===== src/rtl/alu8_pkg.sv =====
package alu8_pkg;

    localparam int DW      = 8;
    localparam int OP_W    = 3;
    localparam int N_LANES = 1 << OP_W;
    localparam int MW      = DW / 2;
    localparam int SH_W    = $clog2(DW);

    typedef enum logic [OP_W-1:0] {
        OP_AND = 3'd0,
        OP_OR  = 3'd1,
        OP_INV = 3'd2,
        OP_SHL = 3'd3,
        OP_SHR = 3'd4,
        OP_ADD = 3'd5,
        OP_SUB = 3'd6,
        OP_MUL = 3'd7
    } alu_op_e;

    typedef struct packed {
        logic zero;
        logic carry;
        logic ovf;
    } alu_flags_t;

    function automatic logic uses_adder(input alu_op_e op);
        return (op == OP_ADD) || (op == OP_SUB);
    endfunction

endpackage


===== src/rtl/alu8_bitlanes.sv =====
module alu8_bitlanes
    import alu8_pkg::*;
#(
    parameter int W   = DW,
    parameter int SHW = $clog2(W)
) (
    input  logic [W-1:0]   a,
    input  logic [W-1:0]   b,
    input  logic [SHW-1:0] amt,
    output logic [W-1:0]   y_and,
    output logic [W-1:0]   y_or,
    output logic [W-1:0]   y_inv,
    output logic [W-1:0]   y_shl,
    output logic [W-1:0]   y_shr
);

    assign y_and = a & b;
    assign y_or  = a | b;
    assign y_inv = ~a;

    // Logarithmic barrel shifters: stage s moves by 2**s when amt[s] is set
    logic [W-1:0] lstage [SHW+1];
    logic [W-1:0] rstage [SHW+1];

    assign lstage[0] = a;
    assign rstage[0] = a;

    for (genvar s = 0; s < SHW; s++) begin : g_stage
        localparam int D = 1 << s;
        logic [W-1:0] lmov;
        logic [W-1:0] rmov;
        assign lmov = {lstage[s][W-1-D:0], {D{1'b0}}};
        assign rmov = {{D{a[W-1]}}, rstage[s][W-1:D]};
        assign lstage[s+1] = amt[s] ? lmov : lstage[s];
        assign rstage[s+1] = amt[s] ? rmov : rstage[s];
    end

    assign y_shl = lstage[SHW];
    assign y_shr = rstage[SHW];

    always_comb begin
        AST_SHL_LOW_CLEAR: assert ((y_shl & ((W'(1) << amt) - W'(1))) == '0)
            else $error("shl left nonzero low bits");
        AST_SHR_SIGN_FILL: assert (!(a[W-1] && amt != '0) || y_shr[W-1])
            else $error("shr lost sign fill");
    end

endmodule


===== src/rtl/alu8_addsub.sv =====
module alu8_addsub
    import alu8_pkg::*;
#(
    parameter int W = DW
) (
    input  logic [W-1:0] a,
    input  logic [W-1:0] b,
    input  logic         sub,
    output logic [W-1:0] sum,
    output logic         cout,
    output logic         ovf
);

    logic [W-1:0] b_eff;
    logic [W:0]   cy;

    assign b_eff = b ^ {W{sub}};
    assign cy[0] = sub;

    for (genvar i = 0; i < W; i++) begin : g_fa
        logic p;
        assign p       = a[i] ^ b_eff[i];
        assign sum[i]  = p ^ cy[i];
        assign cy[i+1] = (a[i] & b_eff[i]) | (p & cy[i]);
    end

    assign cout = cy[W];
    assign ovf  = (a[W-1] == b_eff[W-1]) && (sum[W-1] != a[W-1]);

    always_comb begin
        AST_RIPPLE_SUM: assert ({cout, sum} ==
                                ({1'b0, a} + {1'b0, b_eff} + {{W{1'b0}}, sub}))
            else $error("ripple chain mismatch");
    end

endmodule


===== src/rtl/alu8_mul.sv =====
module alu8_mul
    import alu8_pkg::*;
#(
    parameter int N = MW
) (
    input  logic [N-1:0]   a,
    input  logic [N-1:0]   b,
    output logic [2*N-1:0] prod
);

    logic [2*N-1:0] pp [N];

    for (genvar i = 0; i < N; i++) begin : g_pp
        assign pp[i] = b[i] ? ({{N{1'b0}}, a} << i) : '0;
    end

    always_comb begin
        prod = '0;
        for (int i = 0; i < N; i++) begin
            prod = prod + pp[i];
        end
    end

    always_comb begin
        AST_MUL_RANGE: assert (prod <= ((2*N)'((1 << N) - 1) * (2*N)'((1 << N) - 1)))
            else $error("product beyond nibble range");
    end

endmodule


===== src/rtl/alu8_core.sv =====
module alu8_core
    import alu8_pkg::*;
(
    input  logic [7:0] opa,
    input  logic [7:0] opb,
    input  logic [2:0] op_sel,
    output logic [7:0] result,
    output logic       zero,
    output logic       carry_out,
    output logic       overflow
);

    alu_op_e    op;
    alu_flags_t flg;
    logic [DW-1:0] lane [N_LANES];

    logic [DW-1:0] add_sum;
    logic          add_cout;
    logic          add_ovf;

    assign op = alu_op_e'(op_sel);

    alu8_bitlanes #(.W(DW), .SHW(SH_W)) u_bits (
        .a     (opa),
        .b     (opb),
        .amt   (opb[SH_W-1:0]),
        .y_and (lane[OP_AND]),
        .y_or  (lane[OP_OR]),
        .y_inv (lane[OP_INV]),
        .y_shl (lane[OP_SHL]),
        .y_shr (lane[OP_SHR])
    );

    alu8_addsub #(.W(DW)) u_adder (
        .a    (opa),
        .b    (opb),
        .sub  (op == OP_SUB),
        .sum  (add_sum),
        .cout (add_cout),
        .ovf  (add_ovf)
    );

    assign lane[OP_ADD] = add_sum;
    assign lane[OP_SUB] = add_sum;

    alu8_mul #(.N(MW)) u_mul (
        .a    (opa[MW-1:0]),
        .b    (opb[MW-1:0]),
        .prod (lane[OP_MUL])
    );

    // 8-to-1 result multiplexer, one lane per function unit
    assign result = lane[op];

    always_comb begin
        flg.zero  = (result == '0);
        flg.carry = uses_adder(op) & add_cout;
        flg.ovf   = uses_adder(op) & add_ovf;
    end

    assign zero      = flg.zero;
    assign carry_out = flg.carry;
    assign overflow  = flg.ovf;

    always_comb begin
        AST_CARRY_ARITH_ONLY: assert (uses_adder(op) || !carry_out)
            else $error("carry outside add/sub");
        AST_OVF_ARITH_ONLY: assert (uses_adder(op) || !overflow)
            else $error("overflow outside add/sub");
        AST_SUB_NO_BORROW: assert (op != OP_SUB || (carry_out == (opa >= opb)))
            else $error("sub carry not no-borrow");
        AST_ZERO_MATCH: assert (zero == (lane[op] == '0))
            else $error("zero flag mismatch");
    end

endmodule


===== config.mk =====
export PLATFORM = sky130hd
export DESIGN_NAME = alu8_core
export DESIGN_NICKNAME = d
export VERILOG_FILES = /design/src/rtl/alu8_pkg.sv /design/src/rtl/alu8_bitlanes.sv /design/src/rtl/alu8_addsub.sv /design/src/rtl/alu8_mul.sv /design/src/rtl/alu8_core.sv
export SDC_FILE = /design/constraint.sdc
export NUM_CORES = 1
export LEC_CHECK = 0
export CORE_ASPECT_RATIO = 1.2
export CORE_MARGIN = 5
export CORE_UTILIZATION = 58
export DETAILED_ROUTE_END_ITERATION = 6
export PLACE_DENSITY = 0.85
export REMOVE_ABC_BUFFERS = 1
export SETUP_SLACK_MARGIN = 0.02
export SLEW_MARGIN = 20
export SYNTH_ARGS = -nofsm -noshare
export SYNTH_HDL_FRONTEND = slang
export SYNTH_HIERARCHICAL = 1
export SYNTH_SLANG_ARGS = --single-unit

===== constraint.sdc =====
create_clock -name vclk -period 10.55
set_input_delay 2.11 -clock vclk [all_inputs]
set_output_delay 2.11 -clock vclk [all_outputs]
set_load 0.01 [all_outputs]

==> impl_results.md <==
* Critical path cell sequence: clkdlybuf4s50_1 -> and3b_2 -> xnor2_1 -> fa_1 -> fa_1 -> fa_1 -> fa_1 -> fa_1 -> fa_1 -> inv_1 -> fa_1 -> mux2_2 -> a221o_1 -> nor4_1 -> and2_1 -> clkdlybuf4s50_1
* Initial core utilization at 61.7%
* GPL Wtd Cong at approximately 0.87
* Max IR drop VDD at 38.6 µV
* Remaining antenna violation count after routing at 0
* Max-cap viol count at 0
* # IOs at 30
* Worst hold stages at 3
* Clkbuf count at 0
* Pre-CTS WS at slightly below 0.8 ns
* XOR/XNOR Fraction of Synth Area at 6.33%
* CTS resizes at 0
* Internal power at between 0.06 and 0.07 mW
* Outcome: completed
* Initial drt markers at ~150
* CP bufs+invs at 3
* Tcrit/Tclk final at between 90% and 100%
* CP arrival at around 7.7 ns
* Largest net degree at the start of global routing at 32
* GR Overflow Total at 0
* Crit-path slowest cell: clkdlybuf4s50_1
* Post-layout nets at 293
* Die width at 62.5 µm
* Combinational family with the most area after synthesis: multiplexers
* Drt wl/cell at approximately 17 µm
* Post-synth cell types at 48
* Worst-margin pin slew at between 0.5 and 0.6 ns
* GRT Resource Usage Total at a little over a fifth
* Post-synthesis compound-gate area fraction at approximately 17%
* Die height at approximately 73 µm
* RSZ-0062 raised after global routing: no
* DR DRC count at 0
* Post-synthesis mux area share at 24.8%
* Via count of the first global-routing pass at between 1.5k and 2k
* Synthesized area at ~0.0019 mm²
* Slew HR at 60.2%
* Seq cells at 0
* DP HPWL at ~3.8 mm
* DR vias/cell at just over 6
* Delay-heaviest family, CP: adder cells
* Worst setup EP type: primary output
* P&R area growth vs syn at 13.0%
* Diodes inserted at 0
* Startpoint types: primary input
* Post-synthesis simple-gate area fraction at slightly below 20%
* Via count at between 1.5k and 2k
* PD cells at ~57 mW/mm²
* # Post-CTS Setup Buffers at 0
* Fmax at 102 MHz
* Power share of the combinational group at 100.0%
* Hold EP: carry_out
* PnR worst setup slack at around 0.77 ns
* Req. time, crit path at ~8.4 ns
* CTS Hold Bufs at 0
* Leakage at 1.02 nW
* Sw Share at 50.4%
* Cells after synthesis at 230
* Final Max Slew Viols at 0
* 1st-pass router iterations at 4
* Total Wirelength at about 5 mm
* Synth warnings at 6
* CP peak stage delay at 0.55 ns
* Initial antenna violation count at 0
* Clk network pwr share at 0%
* Crit path kind: in2out
* Layout cells sized above 1 at 13.7%
* Cell mode on critical path: fa_1
* First-pass GRT wire length at roughly 8.4 mm
* Final hold violations at 0
* Sequential Area at 0 µm²
* Port Buffer Count at 30
* Core region area at about 0.0031 mm²
* Post-synthesis sequential area ratio at 0%
* Worst min-delay path category: in2out
* Flop pwr share at 0%
* Syn Area/Cell at 8.34 µm²
* TNS Setup at 0 ns
* Die area at approximately 0.0046 mm²
* Adder-Cell Fraction of Synth Area at 19.7%
* Std-Cell Rows at 22
* Final setup fails at 0
* Hold Crit Start: op_sel[2]
* Post-layout min period at roughly 9.8 ns
* P_sw at between 0.06 and 0.07 mW
* Max FO, Critical Path at 8
-- worst min-delay path: cells and delay by family --
| kind | cells | cell delay, ns |
|---|---|---|
| buffers and inverters | 2 | 0.95 |
| AND/OR/NAND/NOR | 1 | 0.19 |
-- power by group through the flow --
stage	registers [mW]	logic [mW]	clock network, mW
2_1_floorplan	0	0.0741	0
3_3_place_gp	0	0.118	0
3_5_place_dp	0	0.122	0
4_1_cts	0	0.123	0
5_1_grt	0	0.136	0
6_report	0	0.123	0
-- stage by stage --
| stage | hold WS [ns] | total power, mW | cells | util (%) | area [µm²] |
|---|---|---|---|---|---|
| floorplan | 4.37 | 0.0741 | 213 | - | 1780 |
| global placement | 5.33 | 0.118 | 285 | 69.7 | 2170 |
| detailed placement | 5.36 | 0.122 | 285 | 69.7 | 2170 |
| CTS | 5.36 | 0.123 | 285 | 69.7 | 2170 |
| global route | 5.41 | 0.136 | 285 | 69.7 | 2170 |
| finish | 5.36 | 0.123 | 285 | 69.7 | 2170 |
-- how the worst max path moves through the flow --
stage,startpoint,endpoint,depth (start not counted)
floorplan,op_sel[0],zero,14
global placement,op_sel[0],zero,16
detailed placement,op_sel[2],zero,16
CTS,op_sel[2],zero,16
global route,op_sel[2],zero,16
finish,op_sel[2],zero,16
-- metal layers --
| layer | vias up | part of all wire (%) | global-route usage [%] |
|---|---|---|---|
| met1 | 863 | 42 | 28.3 |
| li1 | 845 | - | - |
| met4 | 0 | 1.5 | 4.25 |
| met3 | 6 | 5.5 | 0.924 |
| met2 | 56 | 51 | 40.6 |
| met5 | - | 0 | 0 |
-- synthesized netlist by cell type (2+ instances only) --
| cell | instances | area share (%) |
|---|---|---|
| buf_2 | 5 | 1.3 |
| o21a_1 | 4 | 1.6 |
| nor2_1 | 7 | 1.4 |
| nor4_1 | 2 | 0.65 |
| and3_1 | 2 | 0.65 |
| o221ai_2 | 2 | 1.6 |
| or2_2 | 8 | 2.6 |
| mux2_2 | 11 | 6.5 |
| mux2_1 | 5 | 2.9 |
| inv_1 | 26 | 5.1 |
| xnor2_1 | 9 | 4.1 |
| buf_4 | 3 | 1.2 |
| nand2b_1 | 5 | 1.6 |
| a221oi_1 | 6 | 2.7 |
| fa_1 | 12 | 13 |
| ha_1 | 11 | 7.2 |
| a21o_1 | 3 | 1.2 |
| a21oi_1 | 4 | 1.0 |
| o21ai_1 | 3 | 0.78 |
| o22ai_1 | 9 | 2.9 |
| nand2_1 | 12 | 2.3 |
| buf_6 | 4 | 2.3 |
| mux2i_1 | 25 | 13 |
| mux4_2 | 2 | 2.3 |
| xor2_1 | 3 | 1.4 |
| a221o_1 | 4 | 2.1 |
| and2_1 | 22 | 7.2 |
-- cell type report --
cell class,count,area (µm²)
tap,36,45.0
timing repair buffer,36,345
fill,271,942
multi-input combinational,187,1680
inverter,26,97.6
-- cells in the final DEF (no fill, tap or decap), types with 2 or more instances in the layout --
| cell | count |
|---|---|
| and2_1 | 22 |
| clkdlybuf4s50_1 | 30 |
| a221oi_1 | 6 |
| fa_1 | 12 |
| o21ai_1 | 3 |
| nor4_1 | 2 |
| a221o_1 | 4 |
| buf_4 | 6 |
| mux2_1 | 5 |
| mux2_2 | 11 |
| mux4_2 | 2 |
| nor2_1 | 7 |
| and3_1 | 2 |
| or2_2 | 8 |
| nand2b_1 | 5 |
| xnor2_1 | 9 |
| inv_1 | 26 |
| o21a_1 | 4 |
| nand2_1 | 12 |
| mux2i_1 | 25 |
| a21o_1 | 3 |
| a21oi_1 | 4 |
| o22ai_1 | 9 |
| xor2_1 | 3 |
| o221ai_2 | 2 |
| ha_1 | 11 |
-- cell families after synthesis --
family | after synthesis
mux | 43
xor+xnor | 13
fa+ha+maj | 23
compound gates | 42
simple gates | 66
buf+inv | 43
Note: power is estimated with default switching activity, not from simulation.
